$ cat src/rtl/lpcerr_pkg.sv
package lpcerr_pkg;
  // Monitored pin indices
  localparam int PIN_HRST  = 0;
  localparam int PIN_PDWN  = 1;
  localparam int PIN_FRAME = 2;
  localparam int PIN_GA20  = 3;
  localparam int NPINS     = 4;
  localparam logic [NPINS-1:0] PIN_IDLE = 4'b0111;

  // Flag indices inside the flag vector
  localparam int FLG_ABT  = 0;
  localparam int FLG_PDWN = 1;
  localparam int FLG_HRST = 2;
  localparam int NFLAGS   = 3;

  // Register layout
  localparam int REG_W    = 8;
  localparam int FLAG_LSB = 4;
  localparam int GA20_BIT = 7;

  typedef struct packed {
    logic [NFLAGS-1:0] set;
    logic [NFLAGS-1:0] clr;
    logic              ga20Lvl;
  } flagCtl_t;
endpackage

$ cat src/rtl/lpcerr_ctrl.sv
module lpcerr_ctrl
  import lpcerr_pkg::*;
#(
  parameter int SYNC_STAGES = 2
) (
  input  logic              clk,
  input  logic              rstN,
  input  logic [NPINS-1:0]  pinsRaw,
  input  logic              xferActive,
  input  logic              lpcRstEvt,
  input  logic              lpcShdnEvt,
  input  logic              rdStb,
  input  logic              wrStb,
  input  logic [REG_W-1:0]  wrData,
  input  logic [NFLAGS-1:0] flagsQ,
  output flagCtl_t          ctl
);
  localparam int NEDGE = NPINS - 1;

  logic [NPINS-1:0]  pinSync;
  logic [NEDGE-1:0]  pinPrev;
  logic [NEDGE-1:0]  pinFall;
  logic [NFLAGS-1:0] armQ;
  logic [NFLAGS-1:0] wrClr;
  logic [NFLAGS-1:0] evtClr;
  logic [NFLAGS-1:0] wrBits;
  logic              unusedWrBits;

  for (genvar p = 0; p < NPINS; p++) begin : g_sync
    logic [SYNC_STAGES-1:0] chain;
    always_ff @(posedge clk or negedge rstN) begin
      if (!rstN) chain <= {SYNC_STAGES{PIN_IDLE[p]}};
      else       chain <= {chain[SYNC_STAGES-2:0], pinsRaw[p]};
    end
    assign pinSync[p] = chain[SYNC_STAGES-1];
  end

  always_ff @(posedge clk or negedge rstN) begin
    if (!rstN) pinPrev <= PIN_IDLE[NEDGE-1:0];
    else       pinPrev <= pinSync[NEDGE-1:0];
  end

  assign pinFall = pinPrev & ~pinSync[NEDGE-1:0];

  // Arm on a read that returns 1; any write disarms everything.
  always_ff @(posedge clk or negedge rstN) begin
    if (!rstN)      armQ <= '0;
    else if (wrStb) armQ <= '0;
    else if (rdStb) armQ <= armQ | flagsQ;
  end

  assign wrBits       = wrData[FLAG_LSB +: NFLAGS];
  assign unusedWrBits = ^{wrData[REG_W-1:FLAG_LSB+NFLAGS], wrData[FLAG_LSB-1:0]};
  assign wrClr        = {NFLAGS{wrStb}} & armQ & ~wrBits;

  always_comb begin
    evtClr           = '0;
    evtClr[FLG_PDWN] = lpcRstEvt;
    evtClr[FLG_ABT]  = lpcRstEvt | lpcShdnEvt;
  end

  always_comb begin
    ctl               = '0;
    ctl.set[FLG_HRST] = pinFall[PIN_HRST];
    ctl.set[FLG_PDWN] = pinFall[PIN_PDWN];
    ctl.set[FLG_ABT]  = pinFall[PIN_FRAME] & xferActive;
    ctl.clr           = wrClr | evtClr;
    ctl.ga20Lvl       = pinSync[PIN_GA20];
  end
endmodule

$ cat src/rtl/lpcerr_dp.sv
module lpcerr_dp
  import lpcerr_pkg::*;
(
  input  logic              clk,
  input  logic              rstN,
  input  flagCtl_t          ctl,
  output logic [NFLAGS-1:0] flagsQ,
  output logic [REG_W-1:0]  rdData,
  output logic              errIrq
);
  // Set has priority over clear.
  always_ff @(posedge clk or negedge rstN) begin
    if (!rstN) flagsQ <= '0;
    else       flagsQ <= (flagsQ & ~ctl.clr) | ctl.set;
  end

  always_comb begin
    rdData                        = '0;
    rdData[GA20_BIT]              = ctl.ga20Lvl;
    rdData[FLAG_LSB +: NFLAGS]    = flagsQ;
  end

  assign errIrq = |flagsQ;
endmodule

$ cat src/rtl/lpcerr_flags.sv
module lpcerr_flags
  import lpcerr_pkg::*;
#(
  parameter int SYNC_STAGES = 2
) (
  input  logic       clk,
  input  logic       rstN,
  input  logic       hostRstPinN,
  input  logic       pwrDownPinN,
  input  logic       framePinN,
  input  logic       gateA20Pin,
  input  logic       xferActive,
  input  logic       lpcRstEvt,
  input  logic       lpcShdnEvt,
  input  logic       rdStb,
  input  logic       wrStb,
  input  logic [7:0] wrData,
  output logic [7:0] rdData,
  output logic       errIrq
);
  flagCtl_t          ctl;
  logic [NFLAGS-1:0] flagsQ;
  logic [NPINS-1:0]  pinsRaw;

  always_comb begin
    pinsRaw            = '0;
    pinsRaw[PIN_HRST]  = hostRstPinN;
    pinsRaw[PIN_PDWN]  = pwrDownPinN;
    pinsRaw[PIN_FRAME] = framePinN;
    pinsRaw[PIN_GA20]  = gateA20Pin;
  end

  lpcerr_ctrl #(.SYNC_STAGES(SYNC_STAGES)) u_ctrl (
    .clk(clk), .rstN(rstN), .pinsRaw(pinsRaw), .xferActive(xferActive),
    .lpcRstEvt(lpcRstEvt), .lpcShdnEvt(lpcShdnEvt), .rdStb(rdStb),
    .wrStb(wrStb), .wrData(wrData), .flagsQ(flagsQ), .ctl(ctl)
  );

  lpcerr_dp u_dp (
    .clk(clk), .rstN(rstN), .ctl(ctl), .flagsQ(flagsQ),
    .rdData(rdData), .errIrq(errIrq)
  );
endmodule

$ cat config.mk
export PLATFORM = sky130hd
export DESIGN_NAME = lpcerr_flags
export DESIGN_NICKNAME = d
export VERILOG_FILES = /design/src/rtl/lpcerr_pkg.sv /design/src/rtl/lpcerr_ctrl.sv /design/src/rtl/lpcerr_dp.sv /design/src/rtl/lpcerr_flags.sv
export SDC_FILE = /design/constraint.sdc
export NUM_CORES = 1
export LEC_CHECK = 0
export ABC_CLOCK_PERIOD_IN_PS = 1200
export BUFFER_PORTS_ARGS = -buffer_cell sky130_fd_sc_hd__buf_2
export CAP_MARGIN = 20
export CORE_UTILIZATION = 42
export DETAILED_ROUTE_END_ITERATION = 12
export PLACE_DENSITY = 0.73
export RECOVER_POWER = 25
export REMOVE_ABC_BUFFERS = 1
export SYNTH_ARGS = -nofsm -noshare
export SYNTH_HDL_FRONTEND = slang
export SYNTH_SLANG_ARGS = --single-unit
export TNS_END_PERCENT = 1
$ cat constraint.sdc
create_clock -name clk -period 1.2 [get_ports clk]
set_input_delay 0.12 -clock clk [delete_from_list [all_inputs] [get_ports clk]]
set_output_delay 0.12 -clock clk [all_outputs]
set_load 0.03 [all_outputs]
==> impl_table.tex, run 1 <==
\begin{tabular}{lr}
\hline
Metric & Value \\
\hline
\multicolumn{2}{l}{\textbf{Global routing}} \\
\quad Number of global-route vias before repair & 314 \\
\quad Wire length of the first global-routing pass & 1.23 mm \\
\quad Antenna violations before repair & 0 \\
\quad Global Route Usage Sum & 0.127 \\
\quad Total grt overflow & 0 \\
\quad Largest net degree at the start of global routing & 18 \\
\multicolumn{2}{l}{\textbf{Die}} \\
\quad Width of the die & 39.5 um \\
\quad Ports placed on the boundary & 28 \\
\quad Placeable core region & 1300 um2 \\
\quad Starting Density & 0.454 \\
\quad Standard-cell row count & 13 \\
\quad Total Die Area & 1560 um2 \\
\quad Height of the die & 39.5 um \\
\multicolumn{2}{l}{\textbf{Power}} \\
\quad Register share of total power & 0.592 \\
\quad Net Sw Frac & 0.247 \\
\quad Share of power burned in the clock network & 0.270 \\
\quad Power share of the combinational group & 0.138 \\
\quad Maximum ir drop on the vdd rail & 0.774 mV \\
\quad Total power per unit cell area & 1370 nW/um2 \\
\quad Final Total Pwr & 1070 uW \\
\quad Net load switching power & 266 uW \\
\quad Static leakage power & 0.000392 uW \\
\quad Internal power component & 808 uW \\
\multicolumn{2}{l}{\textbf{Setup path}} \\
\quad Startpoint-to-endpoint class of the critical path & register to output port \\
\quad FF-to-FF setup slack & 0.16 ns \\
\quad Reg2reg start & u\_dp.flagsQ[0] \\
\quad Worst path arrival time & 1.19 ns \\
\quad Worst-path fanout max & 2 \\
\quad Endpoint of the most critical register-to-register path & u\_dp.flagsQ[0] \\
\quad Crit path capture type & output port \\
\quad R2R depth & 3 \\
\quad Startpoint Class & register \\
\quad Endpoint required time on the critical path & 1.08 ns \\
\multicolumn{2}{l}{\textbf{Routing}} \\
\quad Count of unresolved DRC violations after routing & 0 \\
\quad Number of vias per cell after detailed routing & 4.52 \\
\quad Iteration-0 DRC Markers & 6 \\
\quad First-pass iteration count of the detailed router & 3 \\
\quad Wirelength, routed & 825 um \\
\quad Average detailed-routed wire length per instance & 9.82 um \\
\quad Via count & 380 \\
\quad Antenna-violating nets left & 0 \\
\multicolumn{2}{l}{\textbf{STA}} \\
\quad Final-layout worst hold slack & 0.0531 ns \\
\quad Setup violation total in the final timing report & 2 \\
\quad Crit path setup slack, layout & -0.110 ns \\
\quad Fmax & 0.763 GHz \\
\quad Part of the cycle the worst path needs & 1.09 \\
\quad Final critical delay including setup and external delays & 1.31 ns \\
\quad Slew Limit Fails & 0 \\
\quad Setup repair after global routing missed its margin & true \\
\quad Count of endpoints failing hold in the final timing report & 0 \\
\quad Accumulated negative setup slack & -0.119 ns \\
\quad Clk\_skew & 0.00503 ns \\
\multicolumn{2}{l}{\textbf{Synthesis}} \\
\quad Post-synthesis instance total & 41 \\
\quad Synthesis Warnings & 0 \\
\quad Portion of netlist area occupied by mux cells & 0 \\
\quad Area share of fa/ha/maj cells after synthesis & 0 \\
\quad Most area-consuming cells after synthesis & dfstp\_2 40\%, dfrtp\_1 34\%, buf\_4 6.4\%, and3b\_1 3.0\%, a21oi\_1 2.5\% \\
\quad Compound-cell area share of the yosys netlist & 0.0763 \\
\quad Cell area after synthesis & 591 um2 \\
\quad Xor and xnor fraction of the mapped netlist area & 0 \\
\quad Yosys top cell area share & 0.400 \\
\quad Post-synthesis average cell area & 14.4 um2 \\
\quad Flip-flop and latch count after synthesis & 17 \\
\quad Register area share after synthesis & 0.739 \\
\quad Library cells used by synthesis & 15 \\
\quad Simple-gate share of the synthesized area & 0.0953 \\
\quad Combinational family with the most area after synthesis & simple AND/OR/NAND/NOR gates \\
\quad Library cell occupying the most area in the post-synthesis netlist & dfstp\_2 \\
\multicolumn{2}{l}{\textbf{Clock tree}} \\
\quad CTS tree & built \\
\quad H-Tree Depth & 1 \\
\quad Longest Clk Path Bufs & 2 \\
\quad Buffer cell driving the clock tree root & clkbuf\_4 \\
\quad Clock latency reported for the late side of the worst-skew pair & 0.28 ns \\
\quad TritonCTS buffer count & 3 \\
\quad CTS sink count & 17 \\
\quad Worst-path clk slew & 0.10 ns \\
\multicolumn{2}{l}{\textbf{Status}} \\
\quad Result of the run & finished with violations \\
\quad Violations in the final reports & negative setup slack \\
\multicolumn{2}{l}{\textbf{Final layout}} \\
\quad Most common cell after layout, fill and taps aside & buf\_2 \\
\quad Antenna diode count & 0 \\
\quad Number of nets in the layout & 89 \\
\quad Number of filler instances in the final layout & 108 \\
\quad Total non-filler cell area in the finished layout & 783 um2 \\
\quad Fraction of final layout cells sized beyond drive strength 1 & 0.522 \\
\quad Footprint of the multi-input gates & 120 um2 \\
\quad Relative area change from synthesis to final layout & 32.6\% \\
\quad Footprint of the flip-flops and latches & 437 um2 \\
\quad Most frequent cells in the layout & 17 x buf\_2, 9 x dfstp\_2, 8 x dfrtp\_1 \\
\multicolumn{2}{l}{\textbf{Min path}} \\
\quad Type of the tightest min-delay check & primary input to register \\
\quad Worst min-delay path startpoint & wrStb \\
\quad Worst Hold Endpoint & u\_ctrl.armQ[0] \\
\quad Cell depth of the worst hold path & 2 \\
\multicolumn{2}{l}{\textbf{Place}} \\
\quad Number of port buffers & 18 \\
\quad Weighted congestion at the end of routability-driven global placement & 0.608 \\
\quad Standard cell area after detailed placement & 688 um2 \\
\quad Setup Slack @ Placement & 0.0819 ns \\
\multicolumn{2}{l}{\textbf{Run}} \\
\quad Maxcap violations & 0 \\
\hline
\end{tabular}
stage by stage:
stage          std cells  utilization
5_1_grt               84        0.602
3_3_place_gp          74        0.529
2_1_floorplan         39            -
4_1_cts               83        0.596
6_report              84        0.602
3_5_place_dp          74        0.529
registers in the layout, indices dropped and copies added, names as in the netlist:
name and cells:
u_dp.flagsQ 3, u_ctrl.armQ 3, u_ctrl.pinPrev 3, u_ctrl.g_sync.chain 8
layout make-up:
class	count	share of cell area
clock buffers	3	0.0288
inverters	3	0.0144
repair buffers	26	0.216
flip-flops and latches	17	0.558
clock inverters	1	0.00639
well taps	15	0.0240
multi-input cells	19	0.153
layer usage:
layer / global-route usage / vias to the layer above / share of wire
met3: 0.0341 / 2 / 0.044
met5: 0 / - / 0
met4: 0.103 / 0 / 0.015
met2: 0.193 / 13 / 0.46
li1: - / 184 / -
met1: 0.146 / 181 / 0.48
cell usage after synthesis, drive strengths merged:
cell type and count:
o22ai 1, a22o 1, buf 5, conb 1, and3b 2, nor2 3
or3b 1, nand3b 1, nand2 1, or3 1, inv 3, a21oi 3
o32ai 1, dfrtp 8, dfstp 9
how the worst max path moves through the flow:
| stage | cells past startpoint | slack [ns] | end | startpoint |
|---|---|---|---|---|
| final | 2 | -0.11 | errIrq | u_dp.flagsQ[1] |
| after global routing | 2 | -0.16 | errIrq | u_dp.flagsQ[1] |
| after CTS | 2 | -0.12 | errIrq | u_dp.flagsQ[0] |
| after detailed placement | 2 | 0.08 | errIrq | u_dp.flagsQ[0] |
| after global placement | 2 | 0.08 | errIrq | u_dp.flagsQ[0] |
| after floorplan | 1 | -0.02 | errIrq | u_dp.flagsQ[0] |
worst max-delay path, cell delays in order, from the launching register on:
cell	delay (ns)
dfrtp_1	0.39
or3_4	0.38
buf_6	0.14
power groups by stage:
stage	Clock [uW]	Sequential, uW	Combinational [uW]
floorplan	0	665	46.4
global placement	0	644	126
detailed placement	0	645	127
CTS	305	636	145
global route	328	639	164
finish	290	635	148
cell families after synthesis:
group,Yosys count
AOI/OAI and AO/OA,6
buffers and inverters,8
and+or+nand+nor,9
DFF,17
other,1
what timing repair did:
action / 4_1_cts / 5_1_grt
hold buffers: 5 / 0
pin swaps: 0 / 1
setup buffers: 0 / 1
gates resized for setup: 3 / 0
endpoints found under the setup margin: 1 / 1
hold endpoints to repair: 12 / 0
cloned: 0 / 0
No activity file was read; power rests on OpenSTA's default activity.
==> run 2, diff against run 1 <==
--- a/config.mk
+++ b/config.mk
@@ -10,7 +10,7 @@
 export CAP_MARGIN = 20
 export CORE_UTILIZATION = 42
 export DETAILED_ROUTE_END_ITERATION = 12
-export PLACE_DENSITY = 0.73
+export PLACE_DENSITY_LB_ADDON = 0.08
 export RECOVER_POWER = 25
 export REMOVE_ABC_BUFFERS = 1
 export SYNTH_ARGS = -nofsm -noshare
==> impl_table.tex, run 2 (synthesis gave the netlist of run 1 again) <==
\begin{tabular}{lr}
\hline
Metric & Value \\
\hline
\multicolumn{2}{l}{\textbf{Routing}} \\
\quad Wirelength, routed & 905 um (+9.7\%) \\
\quad Count of unresolved DRC violations after routing & 0 (unchanged) \\
\quad Antenna-violating nets left & 0 (unchanged) \\
\quad Number of vias per cell after detailed routing & 4.48 (-1.1\%) \\
\quad First-pass iteration count of the detailed router & 3 (unchanged) \\
\quad Average detailed-routed wire length per instance & 10.8 um (+9.7\%) \\
\quad Iteration-0 DRC Markers & 2 (-4) \\
\quad Via count & 376 (-1.1\%) \\
\multicolumn{2}{l}{\textbf{Clock tree}} \\
\quad TritonCTS buffer count & 3 (unchanged) \\
\quad Longest Clk Path Bufs & 2 (unchanged) \\
\quad H-Tree Depth & 1 (unchanged) \\
\quad CTS sink count & 17 (unchanged) \\
\quad Worst-path clk slew & 0.09 ns (about the same) \\
\quad Buffer cell driving the clock tree root & clkbuf\_4 \\
\quad CTS tree & built \\
\quad Clock latency reported for the late side of the worst-skew pair & 0.27 ns (about the same) \\
\multicolumn{2}{l}{\textbf{STA}} \\
\quad Accumulated negative setup slack & -0.100 ns (+0.0191 ns) \\
\quad Clk\_skew & 0.000842 ns (-0.00418 ns) \\
\quad Crit path setup slack, layout & -0.100 ns (+0.00965 ns) \\
\quad Setup repair after global routing missed its margin & true \\
\quad Count of endpoints failing hold in the final timing report & 0 (unchanged) \\
\quad Setup violation total in the final timing report & 1 (-1) \\
\quad Fmax & 0.769 GHz (+0.74\%) \\
\quad Slew Limit Fails & 0 (unchanged) \\
\quad Final critical delay including setup and external delays & 1.30 ns (-0.00965 ns) \\
\quad Part of the cycle the worst path needs & 1.08 (-0.00804) \\
\multicolumn{2}{l}{\textbf{Setup path}} \\
\quad CP cell instances & or3\_4 > buf\_6 \\
\quad Startpoint-to-endpoint class of the critical path & register to output port \\
\quad Worst path arrival time & 1.18 ns (about the same) \\
\quad Total number of cells along the worst setup path & 2 (unchanged) \\
\quad Category of cells accounting for the largest share of critical-path delay & flip-flops \\
\quad Startpoint Class & register \\
\quad Number of buffers and inverters on the critical path & 1 (unchanged) \\
\quad Endpoint required time on the critical path & 1.08 ns (about the same) \\
\quad Worst path slowest cell & dfrtp\_1 \\
\quad Crit path capture type & output port \\
\quad Worst-path fanout max & 2 (unchanged) \\
\quad R2R depth & 3 (unchanged) \\
\quad CP max stage delay & 0.38 ns (about the same) \\
\multicolumn{2}{l}{\textbf{Power}} \\
\quad Static leakage power & 0.000391 uW (-0.24\%) \\
\quad Total power per unit cell area & 1360 nW/um2 (-0.97\%) \\
\quad Maximum ir drop on the vdd rail & 0.694 mV (-10\%) \\
\quad Final Total Pwr & 1070 uW (-0.34\%) \\
\multicolumn{2}{l}{\textbf{Final layout}} \\
\quad Fraction of final layout cells sized beyond drive strength 1 & 0.507 (-0.0145) \\
\quad Count of non-filler cells in the finished layout & 84 (unchanged) \\
\quad Flip-flop count of the largest register after layout & 8 (unchanged) \\
\quad Antenna diode count & 0 (unchanged) \\
\quad Relative area change from synthesis to final layout & 33.5\% \\
\quad Number of filler instances in the final layout & 118 (+9.3\%) \\
\quad Number of nets in the layout & 89 (unchanged) \\
\quad Most common cell after layout, fill and taps aside & buf\_2 \\
\quad Largest register by flop count & u\_ctrl.g\_sync.chain \\
\quad Total non-filler cell area in the finished layout & 788 um2 (+0.64\%) \\
\quad Most frequent cells in the layout & 16 x buf\_2, 9 x dfstp\_2, 8 x dfrtp\_1 \\
\multicolumn{2}{l}{\textbf{Die}} \\
\quad Total Die Area & 1560 um2 (unchanged) \\
\quad Width of the die & 39.5 um (unchanged) \\
\quad Starting Density & 0.454 (unchanged) \\
\quad Ports placed on the boundary & 28 (unchanged) \\
\quad Standard-cell row count & 13 (unchanged) \\
\quad Height of the die & 39.5 um (unchanged) \\
\quad Placeable core region & 1300 um2 (unchanged) \\
\multicolumn{2}{l}{\textbf{Min path}} \\
\quad Cell depth of the worst hold path & 2 (unchanged) \\
\quad Type of the tightest min-delay check & primary input to register \\
\multicolumn{2}{l}{\textbf{Place}} \\
\quad Placed Cells incl. Taps & 74 (unchanged) \\
\quad Weighted congestion at the end of routability-driven global placement & 0.600 (-1.3\%) \\
\quad Setup Slack @ Placement & 0.0668 ns (-0.0151 ns) \\
\quad Standard cell area after detailed placement & 688 um2 (unchanged) \\
\quad Number of port buffers & 18 (unchanged) \\
\quad Placed wire-length estimate after detailed placement & 643 um \\
\multicolumn{2}{l}{\textbf{Global routing}} \\
\quad Antenna violations before repair & 0 (unchanged) \\
\quad Total grt overflow & 0 (unchanged) \\
\quad Global Route Usage Sum & 0.155 (+0.0284) \\
\quad Wire length of the first global-routing pass & 1.48 mm (+20\%) \\
\quad Number of global-route vias before repair & 384 (+22\%) \\
\quad Largest net degree at the start of global routing & 18 (unchanged) \\
\multicolumn{2}{l}{\textbf{Status}} \\
\quad Result of the run & finished with violations \\
\quad Violations in the final reports & negative setup slack \\
\multicolumn{2}{l}{\textbf{Run}} \\
\quad Maxcap violations & 0 (unchanged) \\
\hline
\end{tabular}
[run 2: cell types whose count changed in the layout (fill, tap and decap cells not counted), sizes merged]
| cell | delta |
|---|---|
| clkbuf | +1 |
| clkinv | -1 |
[run 2: worst paths after layout]
| path | startpoint | end | slack [ns] |
|---|---|---|---|
| max | u_dp.flagsQ[1] | errIrq | -0.10 |
| max reg2reg | u_dp.flagsQ[0] | u_dp.flagsQ[0] | 0.14 |
| min | lpcRstEvt | u_dp.flagsQ[1] | 0.06 |
| min in group asynchronous | rstN | u_ctrl.g_sync[3].chain[0] | 0.29 |
| max in group asynchronous | rstN | u_ctrl.g_sync[2].chain[1] | 0.61 |
| min reg2reg | u_ctrl.g_sync[3].chain[0] | u_ctrl.g_sync[3].chain[1] | 0.36 |
[run 2: worst register-to-register path: stages, from the launching register on]
cell,delay (ns)
dfrtp_1,0.36
buf_4,0.12
or3b_1,0.36
o22ai_2,0.15
[run 2: cell type report]
cell class | instances | area, um2 | share of cell area
flip-flops and latches | 17 | 437 | 0.554
repair buffers | 26 | 175 | 0.222
well taps | 15 | 18.8 | 0.0238
clock buffers | 4 | 26.3 | 0.0333
multi-input cells | 19 | 120 | 0.152
inverters | 3 | 11.3 | 0.0143
[run 2: repair_timing]
item / in CTS / in global routing
endpoints found under the setup margin: 1 / 2
gates resized for setup: 5 / 0
pin swaps: 1 / 0
setup buffers: 1 / 0
endpoints found under the hold margin: 12 / 0
hold buffers: 5 / 0
[run 2: per-stage QoR]
| stage | hold WS, ns | utilization |
|---|---|---|
| floorplan | -0.176 | - |
| global route | 0.0378 | 0.606 |
| detailed placement | 0.0493 | 0.529 |
| global placement | 0.0506 | 0.529 |
| CTS | 0.0456 | 0.606 |
| finish | 0.0568 | 0.606 |
[run 2: metal layers]
| metal | GRT usage | part of all wire | vias to the layer above |
|---|---|---|---|
| met5 | 0 | 0 | - |
| met4 | 0.103 | 0 | 0 |
| met3 | 0.0511 | 0.055 | 0 |
| met2 | 0.246 | 0.51 | 13 |
| met1 | 0.174 | 0.44 | 181 |
| li1 | - | - | 182 |
[run 2: where the power goes]
group | total [uW] | switching [uW] | internal (uW) | leakage [uW]
logic | 154 | 84.7 | 68.8 | 0.000183
registers | 636 | 16.7 | 619 | 0.000193
clock network | 280 | 151 | 129 | 0.0000150
